[src/rtl/rate_spi_pkg.sv]
package rate_spi_pkg;

  typedef enum logic [2:0] {
    ST_IDLE,
    ST_SETUP,
    ST_LOW,
    ST_HIGH,
    ST_GAP
  } seq_state_t;

  typedef enum logic {
    XFER_CFG = 1'b0,
    XFER_RD  = 1'b1
  } xfer_kind_t;

endpackage

[src/rtl/spi_frame_seq.sv]
module spi_frame_seq
  import rate_spi_pkg::*;
#(
  parameter int HALF_CLKS  = 2,
  parameter int SETUP_CLKS = 3,
  parameter int GAP_CLKS   = 4,
  parameter int CFG_EDGES  = 8,
  parameter int RD_EDGES   = 22,
  parameter int EDGE_W     = 5
) (
  input  logic              clk,
  input  logic              rst,
  input  logic              cfg_req,
  input  logic              rd_req,
  output logic              busy,
  output logic              cfg_cs_n,
  output logic              rd_cs_n,
  output logic              sclk,
  output xfer_kind_t        kind,
  output logic              load_cfg,
  output logic              load_rd,
  output logic              fall_ev,
  output logic [EDGE_W-1:0] fall_idx,
  output logic              done_ev
);

  localparam int CNT_W = $clog2(HALF_CLKS + SETUP_CLKS + GAP_CLKS + 1);
  localparam logic [CNT_W-1:0] HALF_LD  = CNT_W'(HALF_CLKS - 1);
  localparam logic [CNT_W-1:0] SETUP_LD = CNT_W'(SETUP_CLKS - 1);
  localparam logic [CNT_W-1:0] GAP_LD   = CNT_W'(GAP_CLKS - 1);

  seq_state_t        st;
  xfer_kind_t        kind_q;
  logic [CNT_W-1:0]  cnt;
  logic [EDGE_W-1:0] edges;
  logic [EDGE_W-1:0] frame_len;
  logic              cnt_zero;
  logic              last_edge;

  assign cnt_zero  = (cnt == '0);
  assign frame_len = (kind_q == XFER_CFG) ? EDGE_W'(CFG_EDGES) : EDGE_W'(RD_EDGES);
  assign last_edge = (edges == frame_len);
  assign load_cfg  = (st == ST_IDLE) && cfg_req;
  assign load_rd   = (st == ST_IDLE) && rd_req && !cfg_req;
  assign fall_ev   = cnt_zero && ((st == ST_SETUP) || ((st == ST_HIGH) && !last_edge));
  assign done_ev   = cnt_zero && (st == ST_HIGH) && last_edge;
  assign fall_idx  = edges + 1'b1;
  assign kind      = kind_q;

  always_ff @(posedge clk) begin
    if (rst) begin
      st       <= ST_IDLE;
      kind_q   <= XFER_RD;
      cnt      <= '0;
      edges    <= '0;
      busy     <= 1'b0;
      cfg_cs_n <= 1'b1;
      rd_cs_n  <= 1'b1;
      sclk     <= 1'b1;
    end else begin
      case (st)
        ST_IDLE: begin
          if (load_cfg || load_rd) begin
            kind_q   <= load_cfg ? XFER_CFG : XFER_RD;
            cfg_cs_n <= !load_cfg;
            rd_cs_n  <= !load_rd;
            busy     <= 1'b1;
            edges    <= '0;
            cnt      <= SETUP_LD;
            st       <= ST_SETUP;
          end
        end
        ST_SETUP: begin
          if (cnt_zero) begin
            st    <= ST_LOW;
            sclk  <= 1'b0;
            edges <= fall_idx;
            cnt   <= HALF_LD;
          end else begin
            cnt <= cnt - 1'b1;
          end
        end
        ST_LOW: begin
          if (cnt_zero) begin
            st   <= ST_HIGH;
            sclk <= 1'b1;
            cnt  <= HALF_LD;
          end else begin
            cnt <= cnt - 1'b1;
          end
        end
        ST_HIGH: begin
          if (cnt_zero) begin
            if (last_edge) begin
              st       <= ST_GAP;
              cfg_cs_n <= 1'b1;
              rd_cs_n  <= 1'b1;
              cnt      <= GAP_LD;
            end else begin
              st    <= ST_LOW;
              sclk  <= 1'b0;
              edges <= fall_idx;
              cnt   <= HALF_LD;
            end
          end else begin
            cnt <= cnt - 1'b1;
          end
        end
        ST_GAP: begin
          if (cnt_zero) begin
            st   <= ST_IDLE;
            busy <= 1'b0;
          end else begin
            cnt <= cnt - 1'b1;
          end
        end
        default: st <= ST_IDLE;
      endcase
    end
  end

  // never both selects low at once
  a_r6_one_select: assert property (@(posedge clk) disable iff (rst)
    !(!cfg_cs_n && !rd_cs_n));

  // clock parked high whenever no select is active
  a_r6_sclk_idle: assert property (@(posedge clk) disable iff (rst)
    (cfg_cs_n && rd_cs_n) |-> sclk);

  // an accepted request raises busy and drops exactly one select
  a_r9_accept_busy: assert property (@(posedge clk) disable iff (rst)
    (load_cfg || load_rd) |=> (busy && $fell(cfg_cs_n && rd_cs_n)));

  // transaction kind cannot change while a frame is running
  a_r9_kind_locked: assert property (@(posedge clk) disable iff (rst)
    (busy && !(st == ST_GAP && cnt_zero)) |=> $stable(kind_q));

  // edge counter never passes the longest frame
  a_r3_edge_bound: assert property (@(posedge clk) disable iff (rst)
    edges <= EDGE_W'(RD_EDGES));

  // during the gap the selects are released while busy remains
  a_r8_gap_released: assert property (@(posedge clk) disable iff (rst)
    (st == ST_GAP) |-> (cfg_cs_n && rd_cs_n && busy));

endmodule

[src/rtl/spi_ctrl_tx.sv]
module spi_ctrl_tx #(
  parameter int WORD_W = 8
) (
  input  logic              clk,
  input  logic              rst,
  input  logic              load,
  input  logic [WORD_W-1:0] word,
  input  logic              fall_ev,
  input  logic              is_cfg,
  input  logic              done_ev,
  output logic              mosi
);

  logic [WORD_W-1:0] sh;

  always_ff @(posedge clk) begin
    if (rst) begin
      sh   <= '0;
      mosi <= 1'b0;
    end else begin
      if (load) begin
        sh <= word;
      end else if (fall_ev && is_cfg) begin
        mosi <= sh[WORD_W-1];
        sh   <= {sh[WORD_W-2:0], 1'b0};
      end
      if (done_ev) begin
        mosi <= 1'b0;
      end
    end
  end

  // data line moves only on a falling clock edge or at frame end
  a_r2_mosi_hold: assert property (@(posedge clk) disable iff (rst)
    (!fall_ev && !done_ev) |=> $stable(mosi));

  // data line stays low outside configuration transfers
  a_r6_read_quiet: assert property (@(posedge clk) disable iff (rst)
    !is_cfg |-> !mosi);

endmodule

[src/rtl/spi_rate_rx.sv]
module spi_rate_rx #(
  parameter int EDGE_W     = 5,
  parameter int DATA_FIRST = 6,
  parameter int DATA_BITS  = 14
) (
  input  logic                        clk,
  input  logic                        rst,
  input  logic                        fall_ev,
  input  logic [EDGE_W-1:0]           fall_idx,
  input  logic                        is_rd,
  input  logic                        done_ev,
  input  logic                        miso,
  output logic                        rd_valid,
  output logic [DATA_BITS-1:0]        rd_raw,
  output logic signed [DATA_BITS-1:0] rd_signed
);

  localparam int NW = $clog2(DATA_BITS + 1);
  localparam logic [EDGE_W-1:0] WIN_LO = EDGE_W'(DATA_FIRST);
  localparam logic [EDGE_W-1:0] WIN_HI = EDGE_W'(DATA_FIRST + DATA_BITS);

  logic [DATA_BITS-1:0] sh;
  logic [NW-1:0]        nsh;
  logic                 in_win;

  assign in_win = fall_ev && is_rd && (fall_idx >= WIN_LO) && (fall_idx < WIN_HI);

  always_ff @(posedge clk) begin
    if (rst) begin
      sh        <= '0;
      nsh       <= '0;
      rd_valid  <= 1'b0;
      rd_raw    <= '0;
      rd_signed <= '0;
    end else begin
      rd_valid <= 1'b0;
      if (in_win) begin
        sh  <= {sh[DATA_BITS-2:0], miso};
        nsh <= nsh + 1'b1;
      end
      if (done_ev && is_rd) begin
        rd_valid  <= 1'b1;
        rd_raw    <= sh;
        rd_signed <= {~sh[DATA_BITS-1], sh[DATA_BITS-2:0]};
        nsh       <= '0;
      end
    end
  end

  // exactly one full data word gathered per read frame
  a_r4_full_word: assert property (@(posedge clk) disable iff (rst)
    (done_ev && is_rd) |-> (nsh == NW'(DATA_BITS)));

  // strobe lasts a single cycle
  a_r5_valid_single: assert property (@(posedge clk) disable iff (rst)
    rd_valid |=> !rd_valid);

  // signed view is the raw code less the midpoint
  a_r5_signed_offset: assert property (@(posedge clk) disable iff (rst)
    rd_valid |-> (($signed({1'b0, rd_raw}) - $signed((DATA_BITS+1)'(1 << (DATA_BITS-1))))
                  == $signed({rd_signed[DATA_BITS-1], rd_signed})));

endmodule

[src/rtl/rate_spi_host.sv]
module rate_spi_host
  import rate_spi_pkg::*;
#(
  parameter int HALF_CLKS  = 2,
  parameter int SETUP_CLKS = 3,
  parameter int GAP_CLKS   = 4,
  parameter int CFG_BITS   = 8,
  parameter int RD_EDGES   = 22,
  parameter int DATA_FIRST = 6,
  parameter int DATA_BITS  = 14
) (
  input  logic                        clk,
  input  logic                        rst,
  input  logic                        cfg_req,
  input  logic [CFG_BITS-1:0]         cfg_word,
  input  logic                        rd_req,
  output logic                        busy,
  output logic                        cfg_cs_n,
  output logic                        rd_cs_n,
  output logic                        sclk,
  output logic                        mosi,
  input  logic                        miso,
  output logic                        rd_valid,
  output logic [DATA_BITS-1:0]        rd_raw,
  output logic signed [DATA_BITS-1:0] rd_signed
);

  localparam int EDGE_W = $clog2(RD_EDGES + 1);

  xfer_kind_t        kind;
  logic              load_cfg;
  logic              load_rd;
  logic              fall_ev;
  logic [EDGE_W-1:0] fall_idx;
  logic              done_ev;

  spi_frame_seq #(
    .HALF_CLKS (HALF_CLKS),
    .SETUP_CLKS(SETUP_CLKS),
    .GAP_CLKS  (GAP_CLKS),
    .CFG_EDGES (CFG_BITS),
    .RD_EDGES  (RD_EDGES),
    .EDGE_W    (EDGE_W)
  ) u_seq (
    .clk     (clk),
    .rst     (rst),
    .cfg_req (cfg_req),
    .rd_req  (rd_req),
    .busy    (busy),
    .cfg_cs_n(cfg_cs_n),
    .rd_cs_n (rd_cs_n),
    .sclk    (sclk),
    .kind    (kind),
    .load_cfg(load_cfg),
    .load_rd (load_rd),
    .fall_ev (fall_ev),
    .fall_idx(fall_idx),
    .done_ev (done_ev)
  );

  spi_ctrl_tx #(
    .WORD_W(CFG_BITS)
  ) u_tx (
    .clk    (clk),
    .rst    (rst),
    .load   (load_cfg),
    .word   (cfg_word),
    .fall_ev(fall_ev),
    .is_cfg (kind == XFER_CFG),
    .done_ev(done_ev),
    .mosi   (mosi)
  );

  spi_rate_rx #(
    .EDGE_W    (EDGE_W),
    .DATA_FIRST(DATA_FIRST),
    .DATA_BITS (DATA_BITS)
  ) u_rx (
    .clk      (clk),
    .rst      (rst),
    .fall_ev  (fall_ev),
    .fall_idx (fall_idx),
    .is_rd    (kind == XFER_RD),
    .done_ev  (done_ev),
    .miso     (miso),
    .rd_valid (rd_valid),
    .rd_raw   (rd_raw),
    .rd_signed(rd_signed)
  );

  // a simultaneous pair of requests is resolved to the configuration frame
  a_r10_cfg_wins: assert property (@(posedge clk) disable iff (rst)
    (!busy && cfg_req && rd_req) |=> (!cfg_cs_n && rd_cs_n));

endmodule

[config.mk]
export PLATFORM = sky130hd
export DESIGN_NAME = rate_spi_host
export DESIGN_NICKNAME = d
export VERILOG_FILES = /design/src/rtl/rate_spi_pkg.sv /design/src/rtl/spi_frame_seq.sv /design/src/rtl/spi_ctrl_tx.sv /design/src/rtl/spi_rate_rx.sv /design/src/rtl/rate_spi_host.sv
export SDC_FILE = /design/constraint.sdc
export NUM_CORES = 1
export LEC_CHECK = 0
export BUFFER_PORTS_ARGS = -buffer_cell sky130_fd_sc_hd__buf_2
export CAP_MARGIN = 10
export CORE_UTILIZATION = 50
export DETAILED_ROUTE_END_ITERATION = 10
export HOLD_SLACK_MARGIN = 0.12
export PLACE_DENSITY = 0.73
export SYNTH_ARGS = -nofsm -noshare
export SYNTH_HDL_FRONTEND = slang
export SYNTH_SLANG_ARGS = --single-unit
[constraint.sdc]
create_clock -name clk -period 2.25 [get_ports clk]
set_input_delay 0.1125 -clock clk [delete_from_list [all_inputs] [get_ports clk]]
set_output_delay 0.1125 -clock clk [all_outputs]
set_load 0.05 [all_outputs]
# == Word level (Yosys, flattened, before mapping) ==
# Index checks and enable logic that the tools add are counted.
# op_classes
n_addsub,2
order_cmp,2
n_eq_ne,13
mux,36
bitwise_logic,3
reduce_logical,36
# op_table
cell,count
2-to-1 mux 5 bit,5
2-to-1 mux 3 bit,6
2-to-1 mux 4 bit,4
2-to-1 mux 8 bit,2
one-hot mux 4 bit (4 select lines),1
one-hot mux 3 bit (5 select lines),1
one-hot mux 5 bit (3 select lines),1
AND reduction 5 bit,3
logical AND 1 bit,12
2-to-1 mux 1 bit,11
"inequality test 2 x 1 -> 1 bit, second input constant",5
"equality test 3 x 2 -> 1 bit, second input constant",2
"inequality test 2 bit, second input constant",3
one-hot mux 1 bit (2 select lines),3
AND reduction 3 bit,2
nonzero test 2 bit,3
nonzero test 3 bit,2
"adder 5 x 1 -> 5 bit, second input constant",1
equality test 5 bit,1
">= comparator 5 x 3 -> 1 bit, second input constant",1
"< comparator 5 bit, second input constant",1
logical NOT 1 bit,4
logical NOT 4 bit,1
AND reduction 2 bit,2
other kinds (11),15
# word_totals
register_bits,69
in_bits,13
output_inout_bits,34
word_cells,106

# == Logic depth before layout (Yosys ltp) ==
# Gate-level depths: netlist of the first run.
# logic_depth
word_depth,9
mapped_depth,9
ltp_nobuf,7

# == By module ==
# From an unflattened synthesis of the first run, not the netlist that was laid out.
# hier_totals
cells_unflattened,309
hier_area_um2,2777.7
# modules_own_cells
mod,n_inst,cells_each,area_each_um2,seq_area_each_um2
spi_rate_rx,1,131,1236.2,600.6
spi_frame_seq,1,130,1076.0,340.3
spi_ctrl_tx,1,47,461.7,180.2
rate_spi_host,1,1,3.8,0.0

# == Worst setup path before layout of the first run ==
# No wires, ideal clock.
# synth_timing
path_type,flip-flop to flip-flop
from,register u_seq.edges[1]
to,register u_rx.sh[10]
setup_time_ns,0.072
arrival_time_ns,2.067
path_slack_ns,0.111
stages_incl_launch_ff,8
n_path_buf,1
synth_period_minus_slack_ns,2.139
path_cell_list,dfxtp_1 -> ha_1 -> nand3_1 -> xor2_1 -> or3b_2 -> a21oi_2 -> buf_4 -> mux2i_1
# synth_between
elab_chain_len,8
elab_cells_between_ends,11
classes_between,1 x add/sub; 2 x order compare; 1 x eq/ne; 7 x reduce/logical
# synth_lines
item,line_no,rtl
start: declaration,spi_frame_seq.sv:35,logic [EDGE_W-1:0] edges;
start signal: assignment,spi_frame_seq.sv:77,edges <= fall_idx;
start signal: assignment,spi_frame_seq.sv:102,edges <= fall_idx;
branches (longest 7 deep; another with adder 5 x 1 -> 5 bit),--,
logical AND 1 bit (*),spi_rate_rx.sv:26,assign in_win = fall_ev && is_rd && (fall_idx >= WIN_LO) && (fall_idx < WIN_HI);
end signal: assignment,spi_rate_rx.sv:38,"sh <= {sh[DATA_BITS-2:0], miso};"
end: declaration,spi_rate_rx.sv:22,logic [DATA_BITS-1:0] sh;
# Mark *: on every way between the ends.
# A chain may end at the register's enable or synchronous reset.

# == Worst setup path in the final report of the first run ==
# layout_timing
from,register u_seq.edges[1]
to,register u_rx.sh[4]
# The elaborated chain is that of the path after synthesis.

==> impl_metrics.json, run 1 <==
{
  "ff2ff_path_depth": 7,
  "crit_path_cell_trace": "ha_1 > nand3_1 > xor2_1 > or3b_2 > a21oi_2 > buf_12 > mux2i_1",
  "synthArstFlopShare": 0,
  "crit_path_top_delay_cell": "or3b_2",
  "final_core_util": 0.598,
  "cts_tree": "built",
  "status": "finished clean",
  "die_h_um": 74.8,
  "dp_cells": 391,
  "r2r_slack_ns": 0.18,
  "netlist_instances": 295,
  "io_pins": 47,
  "netlist_area_mm2": 0.00265,
  "gp_congestion": 0.833,
  "synth_top_area_frac": 0.423,
  "power_density_mw_per_mm2": 796,
  "synth_area_leaders": "dfxtp_1 (42%), mux2i_1 (7.9%), a21oi_1 (5.7%), nand2b_1 (4.5%), buf_4 (4.0%)",
  "antenna_found_initial": 0,
  "holdPathStages": 3,
  "synthFlopType": "dfxtp_1",
  "die_w_um": 74.8,
  "cts_buffer_depth": 2,
  "grt_setup_unrepaired": "no",
  "dr.pass1.iters": 4,
  "dieArea_mm2": 0.00560,
  "grt_max_degree": 34,
  "drtIter0Drc": 147,
  "rr_startpoint": "u_seq.edges[1]$_SDFFE_PP0P_",
  "maxCapViolCount": 0,
  "clk_pin_slew_ns": 0.10,
  "nFillCells": 457,
  "leakage_uw": 0.00122,
  "synth_cell_type_count": 45,
  "finalCritPeriodShare": 0.920,
  "grt_overflow": 0,
  "start_util": 0.519,
  "yosysSeqAreaShare": 0.423,
  "critPathMaxStageDelay_ns": 0.48,
  "period_needed_ns": 2.07,
  "vias_per_cell": 5.25,
  "syn_nets": 311,
  "numCtsBuffers": 5,
  "fin_nets": 356,
  "r2r-end": "u_rx.sh[4]$_SDFFE_PP0P_",
  "finalHoldViolCount": 0,
  "track_usage": 0.207,
  "synth_edf_count": 0,
  "startpoint_type": "flop",
  "cts-root-buf": "clkbuf_8",
  "diodes": 0,
  "peakVddDrop_uv": 373,
  "grt_pass1_vias": 2008,
  "dr_total_vias": 2159,
  "cp_max_fo": 14,
  "insertion_delay_ns": 0.31,
  "cp.buffers_inverters": 1,
  "ys_ff_latch": 56,
  "yosysWarnings": 0,
  "htreeDepth": 2,
  "numClockSinks": 56,
  "place_ws_ns": 0.112,
  "critical_path_class": "flop to flop",
  "cp-end-kind": "flop",
  "grt_pass1_wl_um": 8900,
  "fmax_mhz": 483,
  "syn2layout_area_growth_pct": 15.2,
  "finalWirelength_um": 5320,
  "numPortBuffers": 46,
  "finalMaxSlewViolations": 0,
  "rows": 26,
  "fin_ws_ns": 0.180,
  "drt.antenna.violating_nets": 0,
  "drc_errors": 0,
  "min_to": "u_seq.rd_cs_n$_SDFFE_PP1P_",
  "crit_required_ns": 2.50,
  "final_cells": 411,
  "tightest_slew_ns": 0.511,
  "syn_avg_cell_area_um2": 8.99,
  "clock_skew_ns": 0.00653,
  "hold_class": "input port to flop",
  "worstPathArrival_ns": 2.32,
  "wl_per_cell_um": 12.9,
  "min-delay-start": "cfg_req",
  "setup_viol": 0,
  "coreArea_mm2": 0.00511,
  "tns_ns": 0,
  "synth_area_leader_cell": "dfxtp_1",
  "maxSlewHeadroom": 0.659,
  "drive_gt1_frac": 0.246,
  "cp_top_family": "simple AND/OR/NAND/NOR gates",
  "hpwl_um": 3650
}
==> cell usage after synthesis (3+ instances only) <==
cell,number
nor2_1,21
o21ai_0,10
clkbuf_8,4
buf_4,14
buf_6,4
nand3_1,20
dfxtp_1,56
a21oi_1,30
nor3_1,10
xnor2_1,4
mux2i_1,21
a211oi_1,10
ha_1,3
nand2_1,21
nand2b_1,19
inv_1,5
clkbuf_1,9
==> through the flow <==
| step | hold slack, ns | total power [uW] | instance area, um^2 |
|---|---|---|---|
| after floorplan | 0.257 | 1720 | 2650 |
| after global placement | 0.384 | 1850 | 2840 |
| after detailed placement | 0.391 | 1860 | 2840 |
| after CTS | 0.140 | 2450 | 3030 |
| after global routing | 0.161 | 2590 | 3060 |
| final | 0.137 | 2430 | 3060 |
==> metal layers <==
metal  routed length, um  part of all wire  vias up  GRT usage
met3                 146             0.027       10     0.0442
met2                2510              0.47       31      0.341
met1                2570              0.48     1009      0.270
li1                    -                 -     1109          -
met4                  94             0.018        0     0.0692
met5                   0                 0        -          0
==> final cells by class <==
cell class	count	area [um^2]	area share
Clock buffer	5	68.8	0.0225
Multi-Input combinational cell	202	1270	0.416
Inverter	5	18.8	0.00614
Timing Repair Buffer	70	460	0.151
Clock inverter	3	25.0	0.00819
Sequential cell	56	1120	0.368
Tap cell	70	87.6	0.0287
==> flip-flops by register name, indices dropped and copies added (netlist names), 3 cells and up <==
| register | count |
|---|---|
| u_seq.cnt | 4 |
| u_seq.edges | 5 |
| u_seq.st | 3 |
| u_rx.rd_signed | 14 |
| u_tx.sh | 8 |
| u_rx.sh | 14 |
==> worst register-to-register path, cell delays in order (launching register included) <==
cell     delay (ns)
dfxtp_2        0.41
ha_1           0.25
nand3_1        0.11
xor2_1         0.17
or3b_2         0.48
a21oi_2        0.20
buf_12         0.18
mux2i_1        0.20
==> where the power goes <==
group | internal (uW) | switching, uW
Sequential | 1080 | 90.3
Clock | 227 | 339
Combinational | 290 | 403
Total | 1600 | 832
==> worst max path at each step <==
stage / startpoint / end / slack [ns] / depth (start not counted)
detailed placement: u_seq.edges[1]$_SDFFE_PP0P_ / u_rx.sh[9]$_SDFFE_PP0P_ / 0.11 / 7
global route: u_seq.edges[1]$_SDFFE_PP0P_ / u_rx.sh[0]$_SDFFE_PP0P_ / 0.02 / 7
floorplan: u_seq.edges[1]$_SDFFE_PP0P_ / u_rx.sh[10]$_SDFFE_PP0P_ / 0.11 / 7
finish: u_seq.edges[1]$_SDFFE_PP0P_ / u_rx.sh[4]$_SDFFE_PP0P_ / 0.18 / 7
global placement: u_seq.edges[1]$_SDFFE_PP0P_ / u_rx.sh[13]$_SDFFE_PP0P_ / 0.17 / 7
CTS: u_seq.edges[1]$_SDFFE_PP0P_ / u_rx.sh[4]$_SDFFE_PP0P_ / 0.08 / 7
==> cell families (layout without fill, tap and decap cells) <==
family | count (synthesis) | in the layout | share of synthesized area
buffers and inverters | 37 | 83 | 0.100
DFF | 56 | 56 | 0.423
xor gates and xnor gates | 5 | 5 | 0.0165
AOI/OAI and AO/OA | 64 | 64 | 0.150
adders and majority gates | 3 | 3 | 0.0142
muxes | 21 | 21 | 0.0792
and+or+nand+nor | 109 | 109 | 0.217
==> what timing repair did <==
item / in CTS / in global routing
hold endpoints to repair: 9 / 0
hold buffers: 10 / 0
setup buffers: 0 / 2
endpoints found under the setup margin: 0 / 40
gates resized for setup: 0 / 4
==> cells in the final DEF, fill, tap and decap left out, drive strengths merged, types with 7 or more instances in the layout <==
master / instances
a21oi: 32
buf: 60
nor2: 21
nand3: 20
mux2i: 21
o21ai: 10
nor3: 10
dlygate4sd3: 10
nand2: 21
dfxtp: 56
inv: 7
nand2b: 19
a211oi: 10
No activity file was read; power rests on OpenSTA's default activity.
==> run 2: changes to the inputs <==
Settings changed: ABC_AREA set to 1.
==> impl_metrics.json, run 2 <==
{
  "clkPwrFrac": 0.186,
  "ff2ff_path_depth": 10,
  "netlist_instances": 418,
  "peakVddDrop_uv": 817,
  "synth_area_leader_cell": "dfxtp_1",
  "setup_viol": 0,
  "biggestRegsByFlops": "u_rx.rd_signed: 14 flops, u_rx.sh: 14 flops, u_tx.sh: 8 flops",
  "ys_ff_latch": 56,
  "cts-root-buf": "clkbuf_8",
  "yosysSeqAreaShare": 0.395,
  "wl_per_cell_um": 10.3,
  "seq_area_mm2": 0.00112,
  "htreeDepth": 2,
  "syn_avg_cell_area_um2": 6.79,
  "final_cells": 521,
  "diodes": 0,
  "startpoint_type": "flop",
  "crit_required_ns": 2.47,
  "worstPathArrival_ns": 2.19,
  "ys_top_cells_by_count": "nand2_1 (114), nor2_1 (59), dfxtp_1 (56), inv_1 (45), nand3_1 (37)",
  "maxCapViolCount": 0,
  "status": "finished clean",
  "power_density_mw_per_mm2": 1000,
  "final_core_util": 0.567,
  "finalHoldViolCount": 0,
  "grt_max_degree": 29,
  "pwr-share-seq": 0.407,
  "drt.antenna.violating_nets": 0,
  "critical_path_class": "flop to flop",
  "synth_area_leaders": "dfxtp_1 (40%), nand2_1 (15%), nor2_1 (7.8%), nand3_1 (6.5%), inv_1 (6.0%)",
  "tns_ns": 0,
  "cts_tree": "built",
  "fmax_mhz": 506,
  "clk_pin_slew_ns": 0.11,
  "numClockSinks": 56,
  "p_int_uw": 1770,
  "hold_class": "input port to flop",
  "nFillCells": 570,
  "start_util": 0.519,
  "period_needed_ns": 1.98,
  "leakage_uw": 0.00141,
  "finalMaxSlewViolations": 0,
  "grt_pass1_wl_um": 9460,
  "rr_startpoint": "u_seq.edges[0]$_SDFFE_PP0P_",
  "finalWirelength_um": 5370,
  "numPortBuffers": 46,
  "grt_overflow": 0,
  "r2r-end": "u_rx.sh[9]$_SDFFE_PP0P_",
  "antenna_found_initial": 0,
  "numCtsBuffers": 5,
  "cp-end-kind": "flop",
  "total_power_uw": 3110,
  "tightest_slew_ns": 0.805,
  "netlist_area_mm2": 0.00284,
  "cts_buffer_depth": 2,
  "mostFrequentLayoutCells": "nand2_1 (114), nor2_1 (59), dfxtp_1 (56)",
  "synthFlopType": "dfxtp_1",
  "holdPathStages": 5,
  "multiInputGateArea_mm2": 0.00134,
  "clock_skew_ns": 0.0105,
  "whs_ns": 0.123,
  "die_h_um": 77.3,
  "vias_per_cell": 4.79,
  "gp_congestion": 0.886,
  "drive_gt1_frac": 0.214,
  "hpwl_um": 3780,
  "drtIter0Drc": 114,
  "comb_power_share": 0.407,
  "cts_setup_buffers": 0,
  "grt_pass1_vias": 2167,
  "dr_total_vias": 2497,
  "maxSlewHeadroom": 0.460,
  "rows": 27,
  "yosysWarnings": 0,
  "cp_max_fo": 14,
  "synthArstFlopShare": 0,
  "drc_errors": 0,
  "synth_top_area_frac": 0.395,
  "r2r_slack_ns": 0.27,
  "endpoint": "u_rx.sh[9]$_SDFFE_PP0P_",
  "grt_setup_unrepaired": "no",
  "switching_share": 0.431,
  "insertion_delay_ns": 0.31,
  "dp_cells": 512,
  "cts_resized": 0,
  "die_w_um": 77.3,
  "worstSetupStartpoint": "u_seq.edges[0]$_SDFFE_PP0P_",
  "finalCritPeriodShare": 0.879,
  "coreArea_mm2": 0.00547,
  "p_switching_uw": 1340,
  "syn_nets": 434,
  "synth_cell_type_count": 29,
  "hold_buffers": 1,
  "synth_edf_count": 0,
  "fin_nets": 464,
  "track_usage": 0.194,
  "yosysMostFrequentCell": "nand2_1",
  "io_pins": 47,
  "dieArea_mm2": 0.00598,
  "mostFrequentLayoutCell": "nand2_1",
  "syn2layout_area_growth_pct": 9.44,
  "dr.pass1.iters": 4
}
==> run 2: final cells by class <==
class / count / area share
tap: 72 / 0.0290
clock buffer: 5 / 0.0222
clock inverter: 3 / 0.00886
timing repair buffer: 50 / 0.0846
inverter: 52 / 0.0637
sequential: 56 / 0.361
multi-input combinational: 283 / 0.431
==> run 2: through the flow <==
stage	cell area [um^2]	worst slack [ns]
finish	3110	0.273
floorplan	2840	0.626
detailed placement	3000	0.274
CTS	3110	0.258
global route	3110	0.0526
global placement	3000	0.343
==> run 2: critical path, stage by stage (launching register included) <==
cell and delay [ns]:
dfxtp_1 0.49, ha_1 0.26, nand2_1 0.09, nand2_1 0.12
nand3_1 0.09, nand2_1 0.09, nand2_1 0.07, nor2_2 0.40
nand3_1 0.13, nand2_1 0.09, nor2_1 0.06
==> run 2: worst min path at each step <==
stage	from	end
2_1_floorplan	cfg_word[0]	u_tx.sh[0]$_SDFFE_PP0P_
3_3_place_gp	cfg_word[0]	u_tx.sh[0]$_SDFFE_PP0P_
3_5_place_dp	cfg_word[0]	u_tx.sh[0]$_SDFFE_PP0P_
4_1_cts	miso	u_rx.sh[0]$_SDFFE_PP0P_
5_1_grt	miso	u_rx.sh[0]$_SDFFE_PP0P_
6_report	miso	u_rx.sh[0]$_SDFFE_PP0P_
==> run 2: metal layers <==
metal / global-route usage / vias up / part of all wire
met5: 0 / - / 0
met4: 0.0755 / 0 / 0.013
met1: 0.247 / 1084 / 0.50
met3: 0.0365 / 4 / 0.043
li1: - / 1345 / -
met2: 0.324 / 64 / 0.45
==> run 2: logic make-up (layout without fill, tap and decap cells) <==
group	after synthesis	count (layout)	synth area share
compound gates	37	37	0.0820
buf+inv	79	110	0.134
simple gates	241	241	0.370
flops	56	56	0.395
xor+xnor	2	2	0.00617
fa+ha+maj	3	3	0.0132
==> run 2: power groups by stage <==
stage	combinational [uW]	clock [uW]	sequential, uW
5_1_grt	1450	636	1290
3_3_place_gp	1240	0	1280
4_1_cts	1260	605	1260
2_1_floorplan	988	0	1350
6_report	1260	578	1260
3_5_place_dp	1250	0	1290
==> run 3: changes to the inputs <==
Settings changed: SETUP_SLACK_MARGIN set to 0.3.
==> impl_metrics.json, run 3 (synthesized netlist as in run 2, its figures left out) <==
{
  "status": "finished clean",
  "ff2ff_path_depth": 11,
  "drt.antenna.violating_nets": 0,
  "insertion_delay_ns": 0.31,
  "r2r_slack_ns": 0.47,
  "numCtsBuffers": 5,
  "dieArea_mm2": 0.00598,
  "critical_path_class": "flop to flop",
  "power_density_mw_per_mm2": 997,
  "min-delay-start": "miso",
  "crit_required_ns": 2.46,
  "finalWirelength_um": 5400,
  "holdPathStages": 5,
  "hpwl_um": 3780,
  "fin_ws_ns": 0.475,
  "numClockSinks": 56,
  "worstSetupStartpoint": "u_seq.edges[1]$_SDFFE_PP0P_",
  "clock_skew_ns": 0.00982,
  "vias_per_cell": 4.82,
  "finalHoldViolCount": 0,
  "start_util": 0.519,
  "maxSlewHeadroom": 0.460,
  "worstPathArrival_ns": 1.98,
  "hold_class": "input port to flop",
  "grt_setup_unrepaired": "no",
  "tightest_slew_ns": 0.805,
  "cts-root-buf": "clkbuf_8",
  "switching_share": 0.432,
  "p_switching_uw": 1350,
  "cp_max_fo": 14,
  "numPortBuffers": 46,
  "wl_per_cell_um": 10.3,
  "cts_tree": "built",
  "finalCritPeriodShare": 0.789,
  "fmax_mhz": 563,
  "finalMaxSlewViolations": 0,
  "mostFrequentLayoutCells": "nand2_1 (113), nor2_1 (59), dfxtp_1 (55)",
  "startpoint_type": "flop",
  "dr.pass1.iters": 4,
  "io_pins": 47,
  "drive_gt1_frac": 0.222,
  "dr_total_vias": 2517,
  "htreeDepth": 2,
  "gp_congestion": 0.886,
  "tns_ns": 0,
  "rows": 27,
  "leakage_uw": 0.00142,
  "drtIter0Drc": 107,
  "maxCapViolCount": 0,
  "period_needed_ns": 1.78,
  "drc_errors": 0,
  "min_to": "u_rx.sh[0]$_SDFFE_PP0P_",
  "biggestRegsByFlops": "u_rx.rd_signed: 14 flops, u_rx.sh: 14 flops, u_tx.sh: 8 flops",
  "peakVddDrop_uv": 822,
  "diodes": 0,
  "setup_viol": 0,
  "p_int_uw": 1780,
  "syn2layout_area_growth_pct": 10.5,
  "fin_nets": 465,
  "die_w_um": 77.3,
  "coreArea_mm2": 0.00547,
  "grt_max_degree": 29,
  "clk_pin_slew_ns": 0.10,
  "grt_pass1_wl_um": 9460,
  "place_ws_ns": 0.274,
  "cp-end-kind": "flop",
  "mostFrequentLayoutCell": "nand2_1",
  "die_h_um": 77.3,
  "track_usage": 0.194,
  "grt_pass1_vias": 2167,
  "comb_power_share": 0.411,
  "pwr-share-seq": 0.405,
  "antenna_found_initial": 0,
  "cts_buffer_depth": 2,
  "clkPwrFrac": 0.184,
  "grt_overflow": 0,
  "rr_startpoint": "u_seq.edges[1]$_SDFFE_PP0P_",
  "r2r-end": "u_rx.sh[3]$_SDFFE_PP0P_"
}
-- run 3: cell type report --
type                            instances  area [um^2]
Clock buffer                            5         68.8
Clock inverter                          3         27.5
Fill cell                             569         2340
Inverter                               52          199
Multi-Input combinational cell        283         1350
Sequential cell                        56         1120
Tap cell                               72         90.1
Timing Repair Buffer                   51          283
-- run 3: what timing repair did --
| action | in CTS | in global routing |
|---|---|---|
| endpoints found under the hold margin | 1 | 0 |
| gates resized for setup | 1 | 4 |
| hold buffers | 1 | 0 |
| setup endpoints to repair | 14 | 25 |
| buffers inserted | 0 | 1 |
| pin swaps | 0 | 1 |
-- run 3: worst max path at each step --
stage	slack [ns]	to
3_3_place_gp	0.34	u_rx.sh[7]$_SDFFE_PP0P_
4_1_cts	0.41	u_rx.sh[3]$_SDFFE_PP0P_
6_report	0.47	u_rx.sh[3]$_SDFFE_PP0P_
3_5_place_dp	0.27	u_rx.sh[10]$_SDFFE_PP0P_
5_1_grt	0.32	u_tx.sh[3]$_SDFFE_PP0P_
2_1_floorplan	0.63	u_rx.sh[10]$_SDFFE_PP0P_
-- run 3: critical path, stage by stage (launching register included) --
cell and delay [ns]:
dfxtp_1 0.46, inv_1 0.10, ha_1 0.30, nand2_1 0.09, nand3_1 0.08, nand3_1 0.10
nand2_1 0.09, nor2_4 0.13, buf_12 0.14, nand3_1 0.07, nand2_1 0.07, nor2_1 0.06
-- run 3: metrics by stage --
stage | std cells | hold slack (ns) | instance area [um^2] | util | power, uW
6_report | 522 | 0.121 | 3140 | 0.573 | 3130
2_1_floorplan | 418 | 0.260 | 2840 | - | 2340
4_1_cts | 521 | 0.120 | 3110 | 0.568 | 3130
3_5_place_dp | 512 | 0.374 | 3000 | 0.548 | 2540
5_1_grt | 522 | 0.153 | 3140 | 0.573 | 3390
3_3_place_gp | 512 | 0.373 | 3000 | 0.548 | 2520
-- run 3: power by group through the flow --
stage / Sequential [uW] / Clock [uW] / Combinational [uW]
3_3_place_gp: 1280 / 0 / 1240
3_5_place_dp: 1290 / 0 / 1250
4_1_cts: 1260 / 605 / 1260
5_1_grt: 1290 / 636 / 1460
2_1_floorplan: 1350 / 0 / 988
6_report: 1270 / 575 / 1280
-- run 3: layer usage --
metal  wire [um]  track usage  vias up
li1            -            -     1345
met1        2670        0.247     1091
met2        2390        0.324       77
met3         262       0.0365        4
met4          76       0.0755        0
met5           0            0        -
